<file path="src/rtl/pcm_pwm_conv.sv">
module pcm_pwm_conv #(
  parameter int CNT_W = 16,
  parameter int SMP_W = 16,
  parameter int DEPTH = 8,
  localparam int LW = $clog2(DEPTH + 1)
) (
  input  logic             clk,
  input  logic             rst_n,
  input  logic             enable,
  input  logic [CNT_W-1:0] period_cfg,
  input  logic [1:0]       presc_sel,
  input  logic [LW-1:0]    free_thr,
  input  logic             wr_en,
  input  logic [SMP_W-1:0] wr_data,
  input  logic [2:0]       clr_stat,
  input  logic [2:0]       irq_en,
  output logic             pwm_out,
  output logic             dreq,
  output logic [2:0]       status,
  output logic             irq
);

  localparam int AW = (DEPTH > 1) ? $clog2(DEPTH) : 1;
  localparam int W  = (CNT_W > SMP_W) ? CNT_W : SMP_W;

  logic [SMP_W-1:0] mem [DEPTH];
  logic [AW-1:0]    wr_ptr, rd_ptr;
  logic [LW-1:0]    fill;
  logic             full, empty, push, pop, pop_req;

  logic             run, start, tick, wrap;
  logic [CNT_W-1:0] cnt, act_period;
  logic [1:0]       act_sel;
  logic [2:0]       div, div_lim;
  logic [SMP_W-1:0] cur;

  assign full  = (fill == LW'(DEPTH));
  assign empty = (fill == '0);
  assign push  = wr_en && !full;
  assign start = enable && !run;
  assign wrap  = run && enable && tick && (cnt == act_period);
  assign pop_req = start || wrap;
  assign pop   = pop_req && !empty;

  always_comb begin
    case (act_sel)
      2'd0: div_lim = 3'd0;
      2'd1: div_lim = 3'd1;
      2'd2: div_lim = 3'd3;
      default: div_lim = 3'd7;
    endcase
  end
  assign tick = (div == div_lim);

  function automatic logic [AW-1:0] nxt(input logic [AW-1:0] p);
    return (p == AW'(DEPTH - 1)) ? '0 : p + 1'b1;
  endfunction

  always_ff @(posedge clk) begin
    if (push) mem[wr_ptr] <= wr_data;
  end

  always_ff @(posedge clk or negedge rst_n) begin
    if (!rst_n) begin
      wr_ptr <= '0;
      rd_ptr <= '0;
      fill   <= '0;
    end else begin
      if (push) wr_ptr <= nxt(wr_ptr);
      if (pop)  rd_ptr <= nxt(rd_ptr);
      case ({push, pop})
        2'b10:   fill <= fill + 1'b1;
        2'b01:   fill <= fill - 1'b1;
        default: fill <= fill;
      endcase
    end
  end

  always_ff @(posedge clk or negedge rst_n) begin
    if (!rst_n) begin
      run        <= 1'b0;
      cnt        <= '0;
      div        <= '0;
      act_period <= '0;
      act_sel    <= '0;
      cur        <= '0;
    end else if (!enable) begin
      run <= 1'b0;
      cnt <= '0;
      div <= '0;
    end else if (start) begin
      run        <= 1'b1;
      cnt        <= '0;
      div        <= '0;
      act_period <= period_cfg;
      act_sel    <= presc_sel;
      if (!empty) cur <= mem[rd_ptr];
    end else if (tick) begin
      div <= '0;
      if (cnt == act_period) begin
        cnt        <= '0;
        act_period <= period_cfg;
        act_sel    <= presc_sel;
        if (!empty) cur <= mem[rd_ptr];
      end else begin
        cnt <= cnt + 1'b1;
      end
    end else begin
      div <= div + 1'b1;
    end
  end

  assign pwm_out = run && (W'(cnt) < W'(cur));

  logic [LW-1:0] free_slots;
  assign free_slots = LW'(DEPTH) - fill;
  assign dreq = (free_slots > free_thr);

  logic [2:0] set_v;
  assign set_v = {wr_en && full, pop_req && empty, dreq};

  always_ff @(posedge clk or negedge rst_n) begin
    if (!rst_n) status <= '0;
    else        status <= (status & ~clr_stat) | set_v;
  end

  assign irq = |(status & irq_en);

endmodule

</file>
<file path="config.mk">
export PLATFORM = sky130hd
export DESIGN_NAME = pcm_pwm_conv
export DESIGN_NICKNAME = d
export VERILOG_FILES = /design/src/rtl/pcm_pwm_conv.sv
export SDC_FILE = /design/constraint.sdc
export NUM_CORES = 1
export LEC_CHECK = 0
export ABC_AREA = 1
export ABC_CLOCK_PERIOD_IN_PS = 3400
export BUFFER_PORTS_ARGS = -buffer_cell sky130_fd_sc_hd__buf_2
export CAP_MARGIN = 5
export CORE_MARGIN = 1
export CORE_UTILIZATION = 60
export CTS_CLUSTER_DIAMETER = 120
export DETAILED_ROUTE_END_ITERATION = 16
export GPL_TIMING_DRIVEN = 0
export PLACE_DENSITY_LB_ADDON = 0.1
export SKIP_CTS_REPAIR_TIMING = 1
export SLEW_MARGIN = 20
export SYNTH_ARGS = -nofsm -noshare
export SYNTH_HDL_FRONTEND = slang
export SYNTH_SLANG_ARGS = --single-unit
</file>
<file path="constraint.sdc">
create_clock -name clk -period 3.4 [get_ports clk]
set_input_delay 0.85 -clock clk [delete_from_list [all_inputs] [get_ports clk]]
set_output_delay 0.85 -clock clk [all_outputs]
set_load 0.005 [all_outputs]
</file>
==> results.yml, run 1 <==
yosys:
  synth_top_area_frac: 0.413
  synth_compound_area_frac: 0.0965
  syn_nets: 1039
  syn_area_sq_um: 9300
  ys.flop_type: "edfxtp_1"
  ys.warnings.count: 0
  synthMuxAreaShare: 0
  synth_area_per_cell_sq_um: 9.68
  synth_edf_count: 128
  ys_ff_latch: 195
  netlist_instances: 961
  yosys.area_share.simple: 0.171
  yosys.area.top_type: "edfxtp_1"
  synthAdderAreaFrac: 0.0412
  synth_cell_types: 37
  async_flop_share: 0.344
  synthXorXnorAreaFrac: 0.0122
  ys_seq_area_frac: 0.594
  synth_top_family_by_area: "simple AND/OR/NAND/NOR gates"
  yosys-top-cells-area: "edfxtp_1 41%, dfrtp_1 18%, nand2_1 9.7%, inv_1 6.1%, ha_1 3.9%"
cts:
  cts_tree: "built"
  clock_sinks: 195
  cts_root_buf: "clkbuf_16"
  clk_latency_ns: 0.43
  clock_path_buffers: 2
  cts_max_level: 4
  clk_pin_slew_ns: 0.07
  numCtsBuffers: 17
outcome:
  status: "finished, final reports clean"
placed_design:
  place_area_sq_um: 9960
  hpwlAfterDp_um: 14800
  portBuffers: 53
  gp_congestion: 0.886
routing:
  wl_um: 21200
  dr.pass1.iters: 5
  via_count: 6867
  drc: 0
  via_per_inst: 5.52
  first_iter_violations: 603
  wl_per_cell_um: 17.1
  drtAntennaViolNets: 0
power:
  netSwitchingFraction: 0.375
  power_leakage_uw: 0.00472
  power_frac_seq: 0.412
  ir_drop_mv: 0.531
  power.total_uw: 7750
  p_clk_frac: 0.243
  p_sw_uw: 2900
  power.density_nw_per_um2: 737
  p_int_uw: 4840
  pwr-share-comb: 0.345
run:
  cap_viol_max_count: 0
sta:
  drv_slew: 0
  rsz0062_at_grt: "no"
  fmax_mhz: 332
  fin_crit_sh: 0.886
  hold_viol_final: 0
  finalSetupViolCount: 0
  worst-slew-pin-transition_ns: 0.716
  fin_tns_setup_ns: 0
  finClkSkew_ns: 0.0111
  max_slew_margin: 0.523
  fin_crit_ns: 3.01
worst_setup_path:
  max_stage_delay_ns: 0.39
  path_class: "reg -> out"
  critPathCaptureType: "primary output"
  slowest_stage: "dfrtp_1"
  required_ns: 2.55
  crit_chain: "inv_1 > ha_1 > xnor2_1 > ha_1 > nand2_1 > inv_1 > o21ai_0 > a32oi_1 > buf_2"
  critPathTopFamily: "adder cells"
  path_buf_inv: 3
  setup.worst_path.start_class: "register"
  arrival_ns: 2.16
  crit_fanout: 5
layout:
  areaGrowthSynthToFinish_pct: 13.0
  diodes: 0
  finalInstanceArea_sq_um: 10500
  layout-drive-gt1-share: 0.122
  nets: 1120
die:
  core_sq_um: 15100
  rows: 45
  start_util: 0.614
  die_x_um: 126
  io_pins: 54
  die-area_sq_um: 16000
  dieHeight_um: 126
min_path:
  min_path_type: "in -> async"
grt:
  grt_pass1_wl_um: 33900
  grt_pass1_vias: 6624
  grt_max_degree: 40
  grt_overflow: 0
  antenna_found_initial: 0
  grt_usage: 0.284
## path summary, 6_finish.rpt
| check | startpoint | end | slack [ns] | depth (start not counted) |
|---|---|---|---|---|
| worst max-delay path | fill[0]$_DFFE_PN0P_ | dreq | 0.39 | 9 |
| worst min-delay path | rst_n | fill[2]$_DFFE_PN0P_ | 0.33 | 1 |
| worst max register to register | cnt[9]$_DFFE_PN0P_ | fill[3]$_DFFE_PN0P_ | 0.42 | 20 |
| worst min register to register | cur[11]$_DFFE_PN0P_ | cur[11]$_DFFE_PN0P_ | 0.48 | 2 |
| max in group asynchronous | rst_n | act_period[13]$_DFFE_PN0P_ | 2.53 | 2 |
| min in group clk | cur[11]$_DFFE_PN0P_ | cur[11]$_DFFE_PN0P_ | 0.48 | 2 |
## state kept, by name, indices dropped and copies added (netlist names)
signal,flops
rd_ptr,3
act_period,16
status,3
fill,4
run,1
div,3
cnt,16
cur,16
wr_ptr,3
mem,128
act_sel,2
## metal layers
| metal | routed length, um | up-vias | GRT usage |
|---|---|---|---|
| met1 | 8710 | 3243 | 0.353 |
| met2 | 10700 | 244 | 0.496 |
| li1 | - | 3340 | - |
| met5 | 0 | - | 0 |
| met3 | 1220 | 40 | 0.0502 |
| met4 | 580 | 0 | 0.111 |
## power by group through the flow
stage | combinational, uW | sequential (uW) | clock, uW
2_1_floorplan | 1750 | 3190 | 0
3_3_place_gp | 2480 | 3240 | 0
3_5_place_dp | 2640 | 3240 | 0
4_1_cts | 2670 | 3200 | 1890
5_1_grt | 2970 | 3250 | 1980
6_report | 2670 | 3200 | 1880
## worst reg2reg max path: stages (launching register included)
cell and delay (ns):
dfrtp_1 0.49, inv_1 0.13, nand2_1 0.07, nand2_1 0.06
nor2_1 0.11, nand2_1 0.09, nor2_2 0.12, nand2_2 0.14
nand2_4 0.13, nand3_1 0.09, buf_2 0.19, inv_1 0.07
ha_1 0.18, ha_1 0.27, nand2_1 0.08, nor2_1 0.04
a211oi_1 0.25, nor2_1 0.07, nor2_1 0.10, nand2_1 0.07
xor2_1 0.14
## layout by cell type, fill, tap and decap left out, drive strengths merged, types with 2 or more instances in the layout
cell / n
o21ai: 50
nand4: 24
nand3: 53
a21oi: 45
nand2: 243
o21a: 17
buf: 82
a211oi: 2
clkbuf: 37
inv: 160
xor2: 9
clkinv: 8
o21bai: 2
o211ai: 29
nor2: 52
dfrtp: 67
ha: 29
xnor2: 4
o22ai: 3
edfxtp: 128
nor3: 6
## Yosys cell counts, types with 17 or more instances
| cell type | instances |
|---|---|
| nand2_1 | 240 |
| inv_1 | 150 |
| edfxtp_1 | 128 |
| dfrtp_1 | 67 |
| nand3_1 | 52 |
| nor2_1 | 50 |
| o21ai_0 | 48 |
| a21oi_1 | 45 |
| ha_1 | 29 |
| o211ai_1 | 29 |
| nand4_1 | 24 |
| clkbuf_1 | 20 |
| o21a_1 | 17 |
## stage by stage
step	worst slack, ns	cells	hold WS, ns	utilization
6_report	0.388	1243	0.335	0.694
5_1_grt	0.188	1243	0.356	0.694
4_1_cts	0.377	1243	0.340	0.694
3_5_place_dp	0.309	1211	0.459	0.657
3_3_place_gp	0.193	1202	0.455	0.647
2_1_floorplan	0.672	961	0.442	-
## final cells by class
cell class / count / area [sq um]
Inverter: 154 / 578
Sequential cell: 195 / 5520
Clock inverter: 15 / 125
Clock buffer: 17 / 425
Multi-Input combinational cell: 572 / 3010
Timing Repair Buffer: 62 / 404
Buffer: 40 / 215
Tap cell: 188 / 235
Fill cell: 1174 / 4640
## cell families (layout without fill, tap and decap cells)
family	Yosys count	in the layout
flops	195	195
fa+ha+maj	30	30
compound gates	150	150
simple gates	379	379
xor+xnor	13	13
buf+inv	194	288
No activity file was read; power rests on OpenSTA's default activity.
==> inputs of run 2 (changes only) <==
--- a/config.mk
+++ b/config.mk
@@ -14,7 +14,7 @@
 export CTS_CLUSTER_DIAMETER = 120
 export DETAILED_ROUTE_END_ITERATION = 16
 export GPL_TIMING_DRIVEN = 0
-export PLACE_DENSITY_LB_ADDON = 0.1
+export PLACE_DENSITY = 0.79
 export SKIP_CTS_REPAIR_TIMING = 1
 export SLEW_MARGIN = 20
 export SYNTH_ARGS = -nofsm -noshare
==> results.yml, run 2 (same netlist as run 1, synthesis figures left out) <==
routing:
  via_count: 6914
  wl_um: 20400
  drtAntennaViolNets: 0
  via_per_inst: 5.57
  wl_per_cell_um: 16.5
  drc: 0
  dr.pass1.iters: 5
  first_iter_violations: 739
placed_design:
  gp_congestion: 0.898
  hpwlAfterDp_um: 14500
  dp.cells: 1211
  portBuffers: 53
worst_setup_path:
  worstReg2RegEnd: "fill[3]$_DFFE_PN0P_"
  crit_fanout: 7
  worstReg2RegStart: "cnt[9]$_DFFE_PN0P_"
  path_class: "reg -> out"
  setup.worst_path.start_class: "register"
  required_ns: 2.55
  reg2reg_slack_ns: 0.45
  slowest_stage: "dfrtp_1"
  critPathCaptureType: "primary output"
  arrival_ns: 2.16
  crit_chain: "ha_1 > nand2_1 > nor2_1 > a211oi_1 > a21oi_1 > nor3_1 > buf_2"
  reg2regPathDepth: 20
  max_stage_delay_ns: 0.50
outcome:
  status: "finished, final reports clean"
sta:
  fin_tns_setup_ns: 0
  worst-slew-pin-transition_ns: 0.745
  max_slew_margin: 0.504
  hold_viol_final: 0
  finalSetupViolCount: 0
  fmax_mhz: 332
  fin_crit_sh: 0.885
  rsz0062_at_grt: "no"
  finClkSkew_ns: 0.00866
  fin_crit_ns: 3.01
  hold_ws_ns: 0.340
  drv_slew: 0
die:
  start_util: 0.614
  die-area_sq_um: 16000
  io_pins: 54
  rows: 45
  core_sq_um: 15100
  die_x_um: 126
  dieHeight_um: 126
grt:
  grt_usage: 0.281
  grt_overflow: 0
  antenna_found_initial: 0
  grt_pass1_vias: 6816
  grt_max_degree: 39
  grt_pass1_wl_um: 33600
min_path:
  min_path_type: "in -> async"
layout:
  mostFrequentLayoutCells: "240 x nand2_1, 150 x inv_1, 128 x edfxtp_1, 67 x dfrtp_1, 62 x buf_2"
  nets: 1120
  seq_area_sq_um: 5520
  multi_input_area_sq_um: 3010
  fillCellCount: 1140
  layout-drive-gt1-share: 0.121
  largest-register: "mem"
  layout_commonest_cell: "nand2_1"
  finalNonFillerCells: 1241
  areaGrowthSynthToFinish_pct: 12.6
  diodes: 0
  largest_register_ffs: 128
power:
  power.density_nw_per_um2: 730
  ir_drop_mv: 0.518
  power.total_uw: 7650
  power_leakage_uw: 0.00470
cts:
  numCtsBuffers: 17
  clock_path_buffers: 2
  cts_max_level: 4
  cts_root_buf: "clkbuf_16"
  clk_pin_slew_ns: 0.07
  clock_sinks: 195
  cts_tree: "built"
  clk_latency_ns: 0.43
run:
  cap_viol_max_count: 0
==> run 2: worst max path at each step <==
stage / from / to / depth (start not counted)
6_report: cnt[7]$_DFFE_PN0P_ / pwm_out / 7
5_1_grt: cnt[9]$_DFFE_PN0P_ / fill[3]$_DFFE_PN0P_ / 20
4_1_cts: fill[0]$_DFFE_PN0P_ / dreq / 9
3_5_place_dp: enable / fill[3]$_DFFE_PN0P_ / 17
3_3_place_gp: wr_en / mem[4][1]$_DFFE_PP_ / 4
2_1_floorplan: enable / fill[3]$_DFFE_PN0P_ / 16
==> run 2: report_power, final <==
part	internal (uW)	total [uW]	switching, uW
combinational	904	2650	1750
sequential	2980	3200	217
clock	939	1790	855
==> run 2: critical path: cells and delay by family, from the launching register on <==
| family | cells | cell delay, ns |
|---|---|---|
| and+or+nand+nor | 3 | 0.39 |
| adders and majority gates | 1 | 0.36 |
| AOI/OAI and AO/OA | 2 | 0.31 |
| DFF | 1 | 0.50 |
| buffers and inverters | 1 | 0.17 |
==> run 2: per-stage QoR <==
step / instance area, sq um / utilization / setup WS (ns)
5_1_grt: 10500 / 0.691 / 0.162
4_1_cts: 10500 / 0.691 / 0.381
2_1_floorplan: 9300 / - / 0.672
3_5_place_dp: 9950 / 0.657 / 0.334
6_report: 10500 / 0.691 / 0.390
3_3_place_gp: 9800 / 0.647 / 0.289
==> run 2: routing by layer <==
metal	up-vias	global-route usage	share of wire
met1	3238	0.352	0.41
met4	0	0.151	0.036
met5	-	0	0
li1	3336	-	-
met3	61	0.0519	0.068
met2	279	0.466	0.48
==> run 2: cell type report <==
cell class | count | area share
Sequential cell | 195 | 0.527
Multi-Input combinational cell | 572 | 0.287
Inverter | 154 | 0.0552
Clock buffer | 21 | 0.0421
Tap cell | 188 | 0.0225
Buffer | 40 | 0.0205
Timing Repair Buffer | 62 | 0.0382
Clock inverter | 9 | 0.00741
==> inputs of run 3 (changes only) <==
--- a/config.mk
+++ b/config.mk
@@ -11,6 +11,7 @@
 export CAP_MARGIN = 5
 export CORE_MARGIN = 1
 export CORE_UTILIZATION = 60
+export CTS_BUF_LIST = sky130_fd_sc_hd__clkbuf_4 sky130_fd_sc_hd__clkbuf_8 sky130_fd_sc_hd__clkbuf_16
 export CTS_CLUSTER_DIAMETER = 120
 export DETAILED_ROUTE_END_ITERATION = 16
 export GPL_TIMING_DRIVEN = 0
==> results.yml, run 3 (same netlist as run 1, synthesis figures left out) <==
sta:
  hold_ws_ns: 0.338
  finClkSkew_ns: 0.0128
  finalSetupViolCount: 0
  drv_slew: 0
  hold_viol_final: 0
  rsz0062_at_grt: "no"
  max_slew_margin: 0.513
  fin_crit_sh: 0.887
  fmax_mhz: 331
  fin_crit_ns: 3.02
  fin_tns_setup_ns: 0
  worst-slew-pin-transition_ns: 0.731
layout:
  nets: 1120
  fillCellCount: 1141
  layout_commonest_cell: "nand2_1"
  finalInstanceArea_sq_um: 10500
  layout-drive-gt1-share: 0.124
  areaGrowthSynthToFinish_pct: 12.8
  multi_input_area_sq_um: 3010
  diodes: 0
  seq_area_sq_um: 5520
  largest-register: "mem"
  largest_register_ffs: 128
  mostFrequentLayoutCells: "240 x nand2_1, 150 x inv_1, 128 x edfxtp_1, 67 x dfrtp_1, 62 x buf_2"
placed_design:
  portBuffers: 53
  hpwlAfterDp_um: 14500
  place_area_sq_um: 9950
  gp_congestion: 0.898
min_path:
  min_path_type: "in -> async"
power:
  power.density_nw_per_um2: 733
  power_frac_seq: 0.416
  p_clk_frac: 0.239
  netSwitchingFraction: 0.368
  pwr-share-comb: 0.345
  p_int_uw: 4860
  power_leakage_uw: 0.00472
  ir_drop_mv: 0.545
  p_sw_uw: 2830
cts:
  cts_tree: "built"
  clock_sinks: 195
  clk_pin_slew_ns: 0.07
  cts_root_buf: "clkbuf_16"
  clk_latency_ns: 0.44
  clock_path_buffers: 2
  cts_max_level: 4
  numCtsBuffers: 17
die:
  io_pins: 54
  rows: 45
  start_util: 0.614
  dieHeight_um: 126
  die-area_sq_um: 16000
  die_x_um: 126
  core_sq_um: 15100
grt:
  grt_pass1_vias: 6808
  grt_pass1_wl_um: 33500
  grt_overflow: 0
  grt_usage: 0.281
  antenna_found_initial: 0
  grt_max_degree: 39
worst_setup_path:
  critPathCaptureType: "primary output"
  max_stage_delay_ns: 0.50
  required_ns: 2.55
  path_class: "reg -> out"
  setup.worst_path.start_class: "register"
  reg2reg_slack_ns: 0.45
  worstReg2RegEnd: "fill[3]$_DFFE_PN0P_"
  critPathTopFamily: "flip-flops"
  worstReg2RegStart: "cnt[9]$_DFFE_PN0P_"
  path_buf_inv: 1
  crit_chain: "ha_1 > nand2_1 > nor2_1 > a211oi_1 > a21oi_1 > nor3_1 > buf_2"
  crit_fanout: 7
  slowest_stage: "dfrtp_1"
  arrival_ns: 2.17
  reg2regPathDepth: 20
outcome:
  status: "finished, final reports clean"
routing:
  wl_per_cell_um: 16.6
  via_per_inst: 5.59
  wl_um: 20500
  via_count: 6942
  drtAntennaViolNets: 0
  drc: 0
  dr.pass1.iters: 6
  first_iter_violations: 704
run:
  cap_viol_max_count: 0
run 3: routing by layer:
metal	global-route usage	vias up	share of wire
li1	-	3331	-
met5	0	-	0
met3	0.0510	58	0.067
met2	0.467	288	0.48
met4	0.153	0	0.036
met1	0.351	3265	0.41
run 3: final cells by class:
type | instances | area share
buffer | 40 | 0.0205
clock buffer | 21 | 0.0434
clock inverter | 9 | 0.00740
inverter | 154 | 0.0551
multi-input combinational | 572 | 0.287
sequential | 195 | 0.526
tap | 188 | 0.0224
timing repair buffer | 62 | 0.0382
run 3: per-stage QoR:
step / setup slack (ns) / std cells / power (uW) / utilization
global placement: 0.289 / 1202 / 5670 / 0.647
floorplan: 0.672 / 961 / 4940 / -
CTS: 0.378 / 1241 / 7690 / 0.692
global route: 0.163 / 1241 / 8150 / 0.692
detailed placement: 0.334 / 1211 / 5860 / 0.657
finish: 0.383 / 1241 / 7690 / 0.692
run 3: power groups by stage:
| stage | clock network (uW) | logic [uW] | registers (uW) |
|---|---|---|---|
| floorplan | 0 | 1750 | 3190 |
| global placement | 0 | 2430 | 3240 |
| detailed placement | 0 | 2620 | 3240 |
| CTS | 1850 | 2640 | 3200 |
| global route | 1950 | 2950 | 3250 |
| finish | 1840 | 2650 | 3200 |
run 3: how the worst max path moves through the flow:
stage	startpoint	to	slack, ns	cells past startpoint
6_report	cnt[7]$_DFFE_PN0P_	pwm_out	0.38	7
5_1_grt	cnt[9]$_DFFE_PN0P_	fill[3]$_DFFE_PN0P_	0.16	20
4_1_cts	fill[0]$_DFFE_PN0P_	dreq	0.38	9
3_5_place_dp	enable	fill[3]$_DFFE_PN0P_	0.33	17
3_3_place_gp	wr_en	mem[4][1]$_DFFE_PP_	0.29	4
2_1_floorplan	enable	fill[3]$_DFFE_PN0P_	0.67	16
run 3: worst register-to-register path: cells and delay by family (launching register included):
kind                     cells  cell delay, ns
AO/OA/AOI/OAI                1            0.23
XOR/XNOR                     1            0.15
adder cells (fa/ha/maj)      2            0.47
buffers and inverters        3            0.39
flip-flops                   1            0.50
AND/OR/NAND/NOR             13            1.08
